==> src/rtl/ldmseq_pkg.sv <==
package ldmseq_pkg;

  // strobes from the control FSM to the datapath
  typedef struct packed {
    logic load;     // start accepted: capture base and first register
    logic advance;  // a fetch is issued: step the address
    logic wrStep;   // a fetched word is written: step the register index
    logic finish;   // last cycle of the instruction: record overrun
  } seqStrobe_t;

endpackage

==> src/rtl/ldmseq_ctrl.sv <==
module ldmseq_ctrl
  import ldmseq_pkg::*;
#(
  parameter int CNT_W   = 5,
  parameter int ELAP_W  = 7,
  parameter int TPL_LEN = 4
) (
  input  logic              clk,
  input  logic              rst_n,
  input  logic              startValid,
  input  logic [CNT_W-1:0]  startCount,
  output logic              startReady,
  output logic              memReqValid,
  output logic              seqWr,
  output logic              holdNext,
  output logic              done,
  output seqStrobe_t        strobe,
  output logic [ELAP_W-1:0] elapsed
);

  logic              busy;
  logic              noop;
  logic              pendWr;
  logic [CNT_W-1:0]  reqLeft;
  logic [ELAP_W-1:0] elapsedQ;
  logic              accept;
  logic              lastWr;
  logic              noopEnd;

  assign accept      = startValid && !busy;
  assign startReady  = !busy;
  assign memReqValid = busy && !noop && (reqLeft != '0);
  assign seqWr       = pendWr;
  assign lastWr      = pendWr && (reqLeft == '0);
  assign noopEnd     = busy && noop && (elapsedQ == ELAP_W'(TPL_LEN));
  assign done        = lastWr || noopEnd;
  assign holdNext    = busy && !noop;
  assign elapsed     = elapsedQ;

  always_comb begin
    strobe.load    = accept;
    strobe.advance = memReqValid;
    strobe.wrStep  = seqWr;
    strobe.finish  = done;
  end

  always_ff @(posedge clk) begin
    if (!rst_n) begin
      busy     <= 1'b0;
      noop     <= 1'b0;
      pendWr   <= 1'b0;
      reqLeft  <= '0;
      elapsedQ <= '0;
    end else if (accept) begin
      busy     <= 1'b1;
      noop     <= (startCount == '0);
      pendWr   <= 1'b0;
      reqLeft  <= startCount;
      elapsedQ <= ELAP_W'(1);
    end else if (busy) begin
      elapsedQ <= elapsedQ + 1'b1;
      pendWr   <= memReqValid;
      if (memReqValid) reqLeft <= reqLeft - 1'b1;
      if (done) begin
        busy <= 1'b0;
        noop <= 1'b0;
      end
    end
  end

endmodule

==> src/rtl/ldmseq_dpath.sv <==
module ldmseq_dpath
  import ldmseq_pkg::*;
#(
  parameter int ADDR_W   = 16,
  parameter int DATA_W   = 32,
  parameter int NUM_REGS = 16,
  parameter int IDX_W    = 4,
  parameter int ELAP_W   = 7,
  parameter int TPL_LEN  = 4
) (
  input  logic              clk,
  input  logic              rst_n,
  input  seqStrobe_t        strobe,
  input  logic [ADDR_W-1:0] startBase,
  input  logic [IDX_W-1:0]  startReg,
  input  logic [ELAP_W-1:0] elapsed,
  input  logic              holdNext,
  input  logic [DATA_W-1:0] memRspData,
  input  logic              nextWrValid,
  input  logic [IDX_W-1:0]  nextWrIdx,
  input  logic [DATA_W-1:0] nextWrData,
  output logic [ADDR_W-1:0] memReqAddr,
  output logic              nextWrGrant,
  output logic              rfWe,
  output logic [IDX_W-1:0]  rfWrIdx,
  output logic [DATA_W-1:0] rfWrData,
  output logic [ELAP_W-1:0] overrun
);

  localparam bit IDX_POW2 = (NUM_REGS == (1 << IDX_W));

  logic [ADDR_W-1:0] addrQ;
  logic [IDX_W-1:0]  idxQ;
  logic [IDX_W-1:0]  idxNext;
  logic [ELAP_W-1:0] overrunQ;

  generate
    if (IDX_POW2) begin : g_wrapPow2
      assign idxNext = idxQ + 1'b1;
    end else begin : g_wrapCmp
      assign idxNext = (idxQ == IDX_W'(NUM_REGS - 1)) ? '0 : idxQ + 1'b1;
    end
  endgenerate

  always_ff @(posedge clk) begin
    if (!rst_n) begin
      addrQ    <= '0;
      idxQ     <= '0;
      overrunQ <= '0;
    end else begin
      if (strobe.load) begin
        addrQ    <= startBase;
        idxQ     <= startReg;
        overrunQ <= '0;
      end else begin
        if (strobe.advance) addrQ <= addrQ + 1'b1;
        if (strobe.wrStep)  idxQ  <= idxNext;
        if (strobe.finish)
          overrunQ <= (elapsed > ELAP_W'(TPL_LEN)) ? elapsed - ELAP_W'(TPL_LEN) : '0;
      end
    end
  end

  // single write path into the register set; the sequencer wins
  assign nextWrGrant = nextWrValid && !holdNext;
  assign rfWe        = strobe.wrStep || nextWrGrant;
  assign rfWrIdx     = strobe.wrStep ? idxQ : nextWrIdx;
  assign rfWrData    = strobe.wrStep ? memRspData : nextWrData;
  assign memReqAddr  = addrQ;
  assign overrun     = overrunQ;

endmodule

==> src/rtl/ldmseq_top.sv <==
module ldmseq_top
  import ldmseq_pkg::*;
#(
  parameter int ADDR_W   = 16,
  parameter int DATA_W   = 32,
  parameter int NUM_REGS = 16,
  parameter int CNT_W    = 5,
  parameter int TPL_DF   = 2,
  parameter int TPL_EX   = 2,
  localparam int IDX_W   = (NUM_REGS > 1) ? $clog2(NUM_REGS) : 1,
  localparam int ELAP_W  = CNT_W + 2
) (
  input  logic              clk,
  input  logic              rst_n,
  input  logic              startValid,
  output logic              startReady,
  input  logic [ADDR_W-1:0] startBase,
  input  logic [IDX_W-1:0]  startReg,
  input  logic [CNT_W-1:0]  startCount,
  output logic              memReqValid,
  output logic [ADDR_W-1:0] memReqAddr,
  input  logic [DATA_W-1:0] memRspData,
  input  logic              nextWrValid,
  input  logic [IDX_W-1:0]  nextWrIdx,
  input  logic [DATA_W-1:0] nextWrData,
  output logic              nextWrGrant,
  output logic              rfWe,
  output logic [IDX_W-1:0]  rfWrIdx,
  output logic [DATA_W-1:0] rfWrData,
  output logic              holdNext,
  output logic              done,
  output logic [ELAP_W-1:0] overrun
);

  localparam int TPL_LEN = TPL_DF + TPL_EX;

  seqStrobe_t        strobe;
  logic              seqWr;
  logic [ELAP_W-1:0] elapsed;

  ldmseq_ctrl #(
    .CNT_W(CNT_W), .ELAP_W(ELAP_W), .TPL_LEN(TPL_LEN)
  ) ctrl_i (
    .clk(clk), .rst_n(rst_n),
    .startValid(startValid), .startCount(startCount), .startReady(startReady),
    .memReqValid(memReqValid), .seqWr(seqWr), .holdNext(holdNext),
    .done(done), .strobe(strobe), .elapsed(elapsed)
  );

  ldmseq_dpath #(
    .ADDR_W(ADDR_W), .DATA_W(DATA_W), .NUM_REGS(NUM_REGS),
    .IDX_W(IDX_W), .ELAP_W(ELAP_W), .TPL_LEN(TPL_LEN)
  ) dpath_i (
    .clk(clk), .rst_n(rst_n), .strobe(strobe),
    .startBase(startBase), .startReg(startReg), .elapsed(elapsed),
    .holdNext(holdNext), .memRspData(memRspData),
    .nextWrValid(nextWrValid), .nextWrIdx(nextWrIdx), .nextWrData(nextWrData),
    .memReqAddr(memReqAddr), .nextWrGrant(nextWrGrant),
    .rfWe(rfWe), .rfWrIdx(rfWrIdx), .rfWrData(rfWrData), .overrun(overrun)
  );

endmodule

==> config.mk <==
export PLATFORM = sky130hd
export DESIGN_NAME = ldmseq_top
export DESIGN_NICKNAME = d
export VERILOG_FILES = /design/src/rtl/ldmseq_pkg.sv /design/src/rtl/ldmseq_ctrl.sv /design/src/rtl/ldmseq_dpath.sv /design/src/rtl/ldmseq_top.sv
export SDC_FILE = /design/constraint.sdc
export NUM_CORES = 1
export LEC_CHECK = 0
export ABC_AREA = 0
export BUFFER_PORTS_ARGS = -buffer_cell sky130_fd_sc_hd__buf_4
export CAP_MARGIN = 20
export CORE_MARGIN = 2
export CORE_UTILIZATION = 45
export CTS_CLUSTER_SIZE = 20
export DETAILED_ROUTE_END_ITERATION = 6
export PLACE_DENSITY_LB_ADDON = 0.08
export SLEW_MARGIN = 40
export SYNTH_ARGS = -nofsm -noshare
export SYNTH_HDL_FRONTEND = slang
export SYNTH_HIERARCHICAL = 1
export SYNTH_SLANG_ARGS = --single-unit
==> constraint.sdc <==
create_clock -name clk -period 5.3 [get_ports clk]
set_input_delay 0.265 -clock clk [delete_from_list [all_inputs] [get_ports clk]]
set_output_delay 0.265 -clock clk [all_outputs]
set_load 0.01 [all_outputs]
### Yosys cells after proc, flatten, opt, wreduce, memory -nomap -nowiden

Cells that the tools add are included.
W data, S select, Z words.

* flip-flop bits (word level): 42
* bits of input ports: 97
* output and inout port bits: 65
* logic and storage cells: 57

* $add $sub $neg: 5
* $lt $le $gt $ge: 1
* eq/ne operators: 1
* mux-type cells: 18
* bitwise gates (word level): 1
* reduce and logical (&&, ||, !) cells: 22

Operators with widths (number)
* $mux W16: 2
* $mux W32: 1
* $add A16 B1 Y16 const B: 1
* $mux W5: 3
* $mux W4: 3
* $logic_not A5 Y1: 2
* $mux W1: 8
* $reduce_bool A2 Y1: 4
* $add A7 B1 Y7 const B: 1
* $eq A7 B3 Y1 const B: 1
* $gt A7 B3 Y1 const B: 1
* $logic_and A1 B1 Y1: 7
* $mux W7: 1
* $sub A7 B3 Y7 const B: 1
* $reduce_bool A5 Y1: 1
* $sub A5 B1 Y5 const B: 1
* $add A4 B1 Y4 const B: 1
* $reduce_and A2 Y1: 2
* $logic_not A1 Y1: 3
* $logic_or A1 B1 Y1: 2
* $reduce_or A2 Y1: 1
* $not A1 Y1: 1

### Longest topological paths before layout

* depth in word-level cells: 6
* depth in mapped cells: 11
* gate-level depth less buffers: 9

### Modules after synthesis

Netlist, hierarchy kept.

Modules (own cells, without submodules)
* ldmseq_dpath: instances 1, cells an instance 208, area an instance 1829.3 um^2, sequential area each 540.5 um^2
* ldmseq_ctrl: instances 1, cells an instance 100, area an instance 819.5 um^2, sequential area each 300.3 um^2

### Least setup slack after synthesis

Ideal clock, no wire load.

* kind: register to register
* from: reg ctrl_i.reqLeft[0]
* to: reg dpath_i.addrQ[5] (netlist: dpath_i/memReqAddr[5])
* library setup time: 116 ps
* data arrival time: 2027 ps
* required time: 5184 ps
* slack: 3157 ps
* stages on the path, launching flop included: 12
* buffers on the path: 2
* clock period less this slack: 2143 ps
* cells stage by stage: dfxtp_1 > inv_1 > ha_1 > or4b_4 > nand2_1 > inv_1 > buf_4 > buf_2 > and3_1 > nand4_1 > xnor2_1 > o211a_1

* longest elaborated chain between the ends: 3

Ends and longest elaborated chain
* start, declared: line ldmseq_ctrl.sv:24 `logic [CNT_W-1:0] reqLeft;`
* start signal, assigned: line ldmseq_ctrl.sv:58 `reqLeft <= startCount;`
* start signal, assigned: line ldmseq_ctrl.sv:63 `if (memReqValid) reqLeft <= reqLeft - 1'b1;`
* $reduce_bool A5 Y1: line ldmseq_ctrl.sv:32 `assign memReqValid = busy && !noop && (reqLeft != '0);`
* $logic_and A1 B1 Y1: line ldmseq_ctrl.sv:32
* named net memReqValid: line ldmseq_top.sv:20 `output logic memReqValid,`
* $reduce_bool A2 Y1 (no line)
* end signal, assigned: line ldmseq_dpath.sv:52 `addrQ <= startBase;`
* end signal, assigned: line ldmseq_dpath.sv:56 `if (strobe.advance) addrQ <= addrQ + 1'b1;`
* end, declared: line ldmseq_dpath.sv:32 `logic [ADDR_W-1:0] addrQ;`

The timed path passes the listed nets, and every way through them passes these cells.
A chain may end at the register's enable or synchronous reset.

==> results summary <==
The starting density of the core is 47.2%. The class of the worst hold path is in -> reg. By count the netlist is led by sky130_fd_sc_hd__dfxtp_1 (42), sky130_fd_sc_hd__mux2_2 (36), sky130_fd_sc_hd__nand2_1 (31).

The cell type contributing the most total cell area after synthesis is sky130_fd_sc_hd__dfxtp_1. After routing, the total negative slack on setup checks comes to 0 ps. The number of clock buffers added by TritonCTS is 5.

The clock slew at the register clock pins of the worst setup and hold paths came out at 80 ps. The slew at the pin closest to its max-slew limit is 700 ps. The largest family of logic cells by synthesized area is simple AND/OR/NAND/NOR gates. The number of antenna violations at the first check in global routing is 0. The final antenna diode count is 0. The startpoint of the lowest-slack hold path is startBase[4]. The final layout net count came out at 563. The total routing resource utilization after global routing is 23.0%.

The placer's final routability congestion estimate is 0.880. The worst slew slack as a fraction of its limit came out at 53.3%. The post-synthesis mux area share came out at 16.4%.

The number of I/O port buffers is 161. Summing the areas of all and, or, nand and nor instances in the mapped netlist gives 21.7% of the synthesized area. The post-synthesis sequential area ratio is approximately a third.

The period utilization is 43.9%. The length of the first detailed-routing pass in iterations is 4. The endpoint of the worst hold path is dpath_i/memReqAddr[4].

The count of boundary I/O pins is between 150 and 200. In this run the critical register-to-register path is captured at dpath_i/overrun[6]. Setup repair after global routing left no endpoint under its margin. The final-layout fill cell count is 495. The total of warnings raised by yosys came out at 6. The cell area after layout is 0.00394 mm². The data required time at the worst endpoint is 5510 ps. The number of rows created at floorplan is 27. The run finished with clean final reports. The count of H-tree levels built during CTS is 2. The worst register-to-register path has a setup slack of roughly 3000 ps. The worst setup slack after placement is 3010 ps. The distinct cell type count after synthesis is 45.

The count of nets left with antenna violations once routing finished came out at 0. The largest clock skew in the final design is 5.36 ps. The most frequently used cell type in the post-synthesis netlist is sky130_fd_sc_hd__dfxtp_1. The number of global-route vias before repair came out at between 2000 and 2500. The fraction of registers with async set or reset after synthesis came out at 0%.

The leakage power came out at 0.00175 µW. The cell count after synthesis came out at 308. The area growth from synthesis to layout is 48.7%. The final core utilization came out at 70.2%. The cell area that synthesis handed to floorplanning was approximately 0.0026 mm².

The pin count of the biggest net entering global routing came out at 45. The worst path needs 2330 ps of the cycle, external delays included. The number of buffers inserted by hold repair at cts came out at 0. The worst setup path is launched from a flop. By startpoint and endpoint, the worst setup path is classified as reg -> reg. The number of nets in the synthesized netlist is 412. The average detailed-routed wire length per instance came out at 15.1 µm.

The total count of hold-check failures in the final report is 0. Setup violations remaining at the end of the flow were counted as 0. The maximum buffer depth of the clock tree came out at 2. The first global-routing pass estimated 11.7 mm of wire. In this run, post-CTS repair resized a total of 0 instances. The number of enable flip-flop cells after synthesis came out at 0. The count of final max-slew check failures was 0.

The worst hold slack came out at around 210 ps. The buffers inserted during post-CTS setup optimization is 0. The data arrival time at the worst-slack endpoint came out at roughly 2500 ps.

The number of max-capacitance violations reported is 0. The ratio of cells with drive above 1 in the final layout came out at 46.5%. The floorplan die width came out at approximately 80 µm. The die covers 0.00652 mm².

TritonCTS built the clock tree. Dividing the synthesized area by the synthesized cell count gives about 8.6 µm². The final wirelength is between 8 and 9 mm. In this run the critical register-to-register path is launched from ctrl_i/busy.

The compound-cell area share of the yosys netlist is 13.2%. The worst hold path was traced through 2 stages. Summing all placed instances gives a cell area of a little under 0.004 mm². The fraction of the mapped netlist area in adder cells is 3.31%. The total half-perimeter wirelength after legalization and detailed placement came out at slightly above 6 mm. The post-synthesis xor/xnor area fraction is 7.94%.

The number of synthesized register bits is 42. The type of element capturing the critical path is a flop. The clock sink count came out at 42.

The total via count in the routed design came out at around 2700. The final setup slack of the worst path is 2970 ps. The height of the die is 80.7 µm. Summed over its instances, the top area cell type makes up 31.7% of the synthesized netlist area.

The cell sitting at the root of the clock tree is a sky130_fd_sc_hd__clkbuf_8. The initial DRC count is 130. The number of cells on the worst reg-to-reg path is 5. In the synthesized netlist the dominant register cell turns out to be sky130_fd_sc_hd__dfxtp_1.

Along the worst path, the maximum fanout reaches 25. The residual DRC count is 0. Ranked by total cell area, the synthesized netlist is headed by sky130_fd_sc_hd__dfxtp_1 (32%), sky130_fd_sc_hd__mux2_2 (15%), sky130_fd_sc_hd__o21ai_0 (5.7%). The power density normalized to cell area came out at a little over 200 mW/mm². The core region area is 0.00561 mm². For this run the aggregate overflow at the end of global routing stands at 0.

The maximum ir drop on the vdd rail is approximately 0.20 mV. The source-to-sink clock delay at the later pin of the worst-skew pair came out at 290 ps. The maximum frequency from static timing analysis is 430 MHz. The detailed-route vias per instance came out at between 5 and 6.
-- worst max-delay path by stage --
stage / from / endpoint / cells past startpoint
after CTS: ctrl_i/busy / dpath_i/overrun[6] / 5
after global routing: ctrl_i/busy / dpath_i/overrun[6] / 5
after floorplan: ctrl_i/reqLeft[0] / dpath_i/memReqAddr[5] / 11
after detailed placement: ctrl_i/busy / dpath_i/overrun[6] / 5
after global placement: ctrl_i/busy / dpath_i/overrun[6] / 5
final: ctrl_i/busy / dpath_i/overrun[6] / 5
-- state kept, by name (all words and copies together) (netlist names) --
name,cells
ctrl_i/busy,1
ctrl_i/elapsed,7
ctrl_i/noop,1
ctrl_i/reqLeft,5
ctrl_i/seqWr,1
dpath_i/idxQ,4
dpath_i/memReqAddr,16
dpath_i/overrun,7
-- power by group --
part	switching, µW	total (µW)	internal (µW)
clock	102	196	93.6
combinational	95.7	239	143
sequential	34.2	368	333
total	232	802	570
-- cell usage in the layout, fill, tap and decap left out, types with 2 or more instances in the layout --
| master | n |
|---|---|
| sky130_fd_sc_hd__nand2b_1 | 5 |
| sky130_fd_sc_hd__nand2_1 | 31 |
| sky130_fd_sc_hd__nor4_2 | 4 |
| sky130_fd_sc_hd__nand4_1 | 8 |
| sky130_fd_sc_hd__nand3_1 | 7 |
| sky130_fd_sc_hd__mux2_2 | 36 |
| sky130_fd_sc_hd__xnor2_1 | 15 |
| sky130_fd_sc_hd__buf_4 | 161 |
| sky130_fd_sc_hd__nor3_1 | 9 |
| sky130_fd_sc_hd__xor2_1 | 9 |
| sky130_fd_sc_hd__o211a_1 | 2 |
| sky130_fd_sc_hd__a211oi_1 | 2 |
| sky130_fd_sc_hd__inv_1 | 14 |
| sky130_fd_sc_hd__mux2i_1 | 3 |
| sky130_fd_sc_hd__o211ai_1 | 2 |
| sky130_fd_sc_hd__nor2b_1 | 3 |
| sky130_fd_sc_hd__dfxtp_1 | 41 |
| sky130_fd_sc_hd__or3_1 | 4 |
| sky130_fd_sc_hd__clkbuf_1 | 3 |
| sky130_fd_sc_hd__a31oi_1 | 3 |
| sky130_fd_sc_hd__o21ai_0 | 30 |
| sky130_fd_sc_hd__nor2_1 | 14 |
| sky130_fd_sc_hd__ha_1 | 7 |
| sky130_fd_sc_hd__a21oi_1 | 17 |
| sky130_fd_sc_hd__and2_1 | 7 |
| sky130_fd_sc_hd__clkbuf_8 | 5 |
-- per-stage QoR --
| step | power [µW] | instances |
|---|---|---|
| after floorplan | 486 | 308 |
| after global placement | 608 | 524 |
| after detailed placement | 613 | 524 |
| after CTS | 810 | 532 |
| after global routing | 845 | 532 |
| final | 802 | 532 |
-- metal layers --
metal  vias up  wire length, µm  GRT usage (%)
met3         7              602           4.27
met1      1253             3310           29.5
met2       102             4060           39.5
li1       1378                -              -
met5         -                0              0
met4         0               69           6.10
-- worst max-delay path: stages (launching register included) --
cell	delay, ps
sky130_fd_sc_hd__dfxtp_1	540
sky130_fd_sc_hd__nand2b_1	360
sky130_fd_sc_hd__inv_2	230
sky130_fd_sc_hd__inv_1	570
sky130_fd_sc_hd__nand4_1	320
sky130_fd_sc_hd__o21ai_0	220
-- area by class of cell --
type                       instances  area [µm²]  share of cell area (%)
multi-input combinational        234        1660                    42.1
timing repair buffer             161        1210                    30.7
sequential                        42         845                    21.4
tap                               72        90.1                    2.29
clock buffer                       8        80.1                    2.03
inverter                          15        56.3                    1.43
-- kinds of logic (layout without fill, tap and decap cells) --
logic type / count (synthesis) / in the layout
DFF: 42 / 42
muxes: 39 / 39
AOI/OAI and AO/OA: 62 / 62
adders and majority gates: 7 / 7
buffers and inverters: 32 / 184
and+or+nand+nor: 102 / 102
xor gates and xnor gates: 24 / 24
No activity file was read; power rests on OpenSTA's default activity.
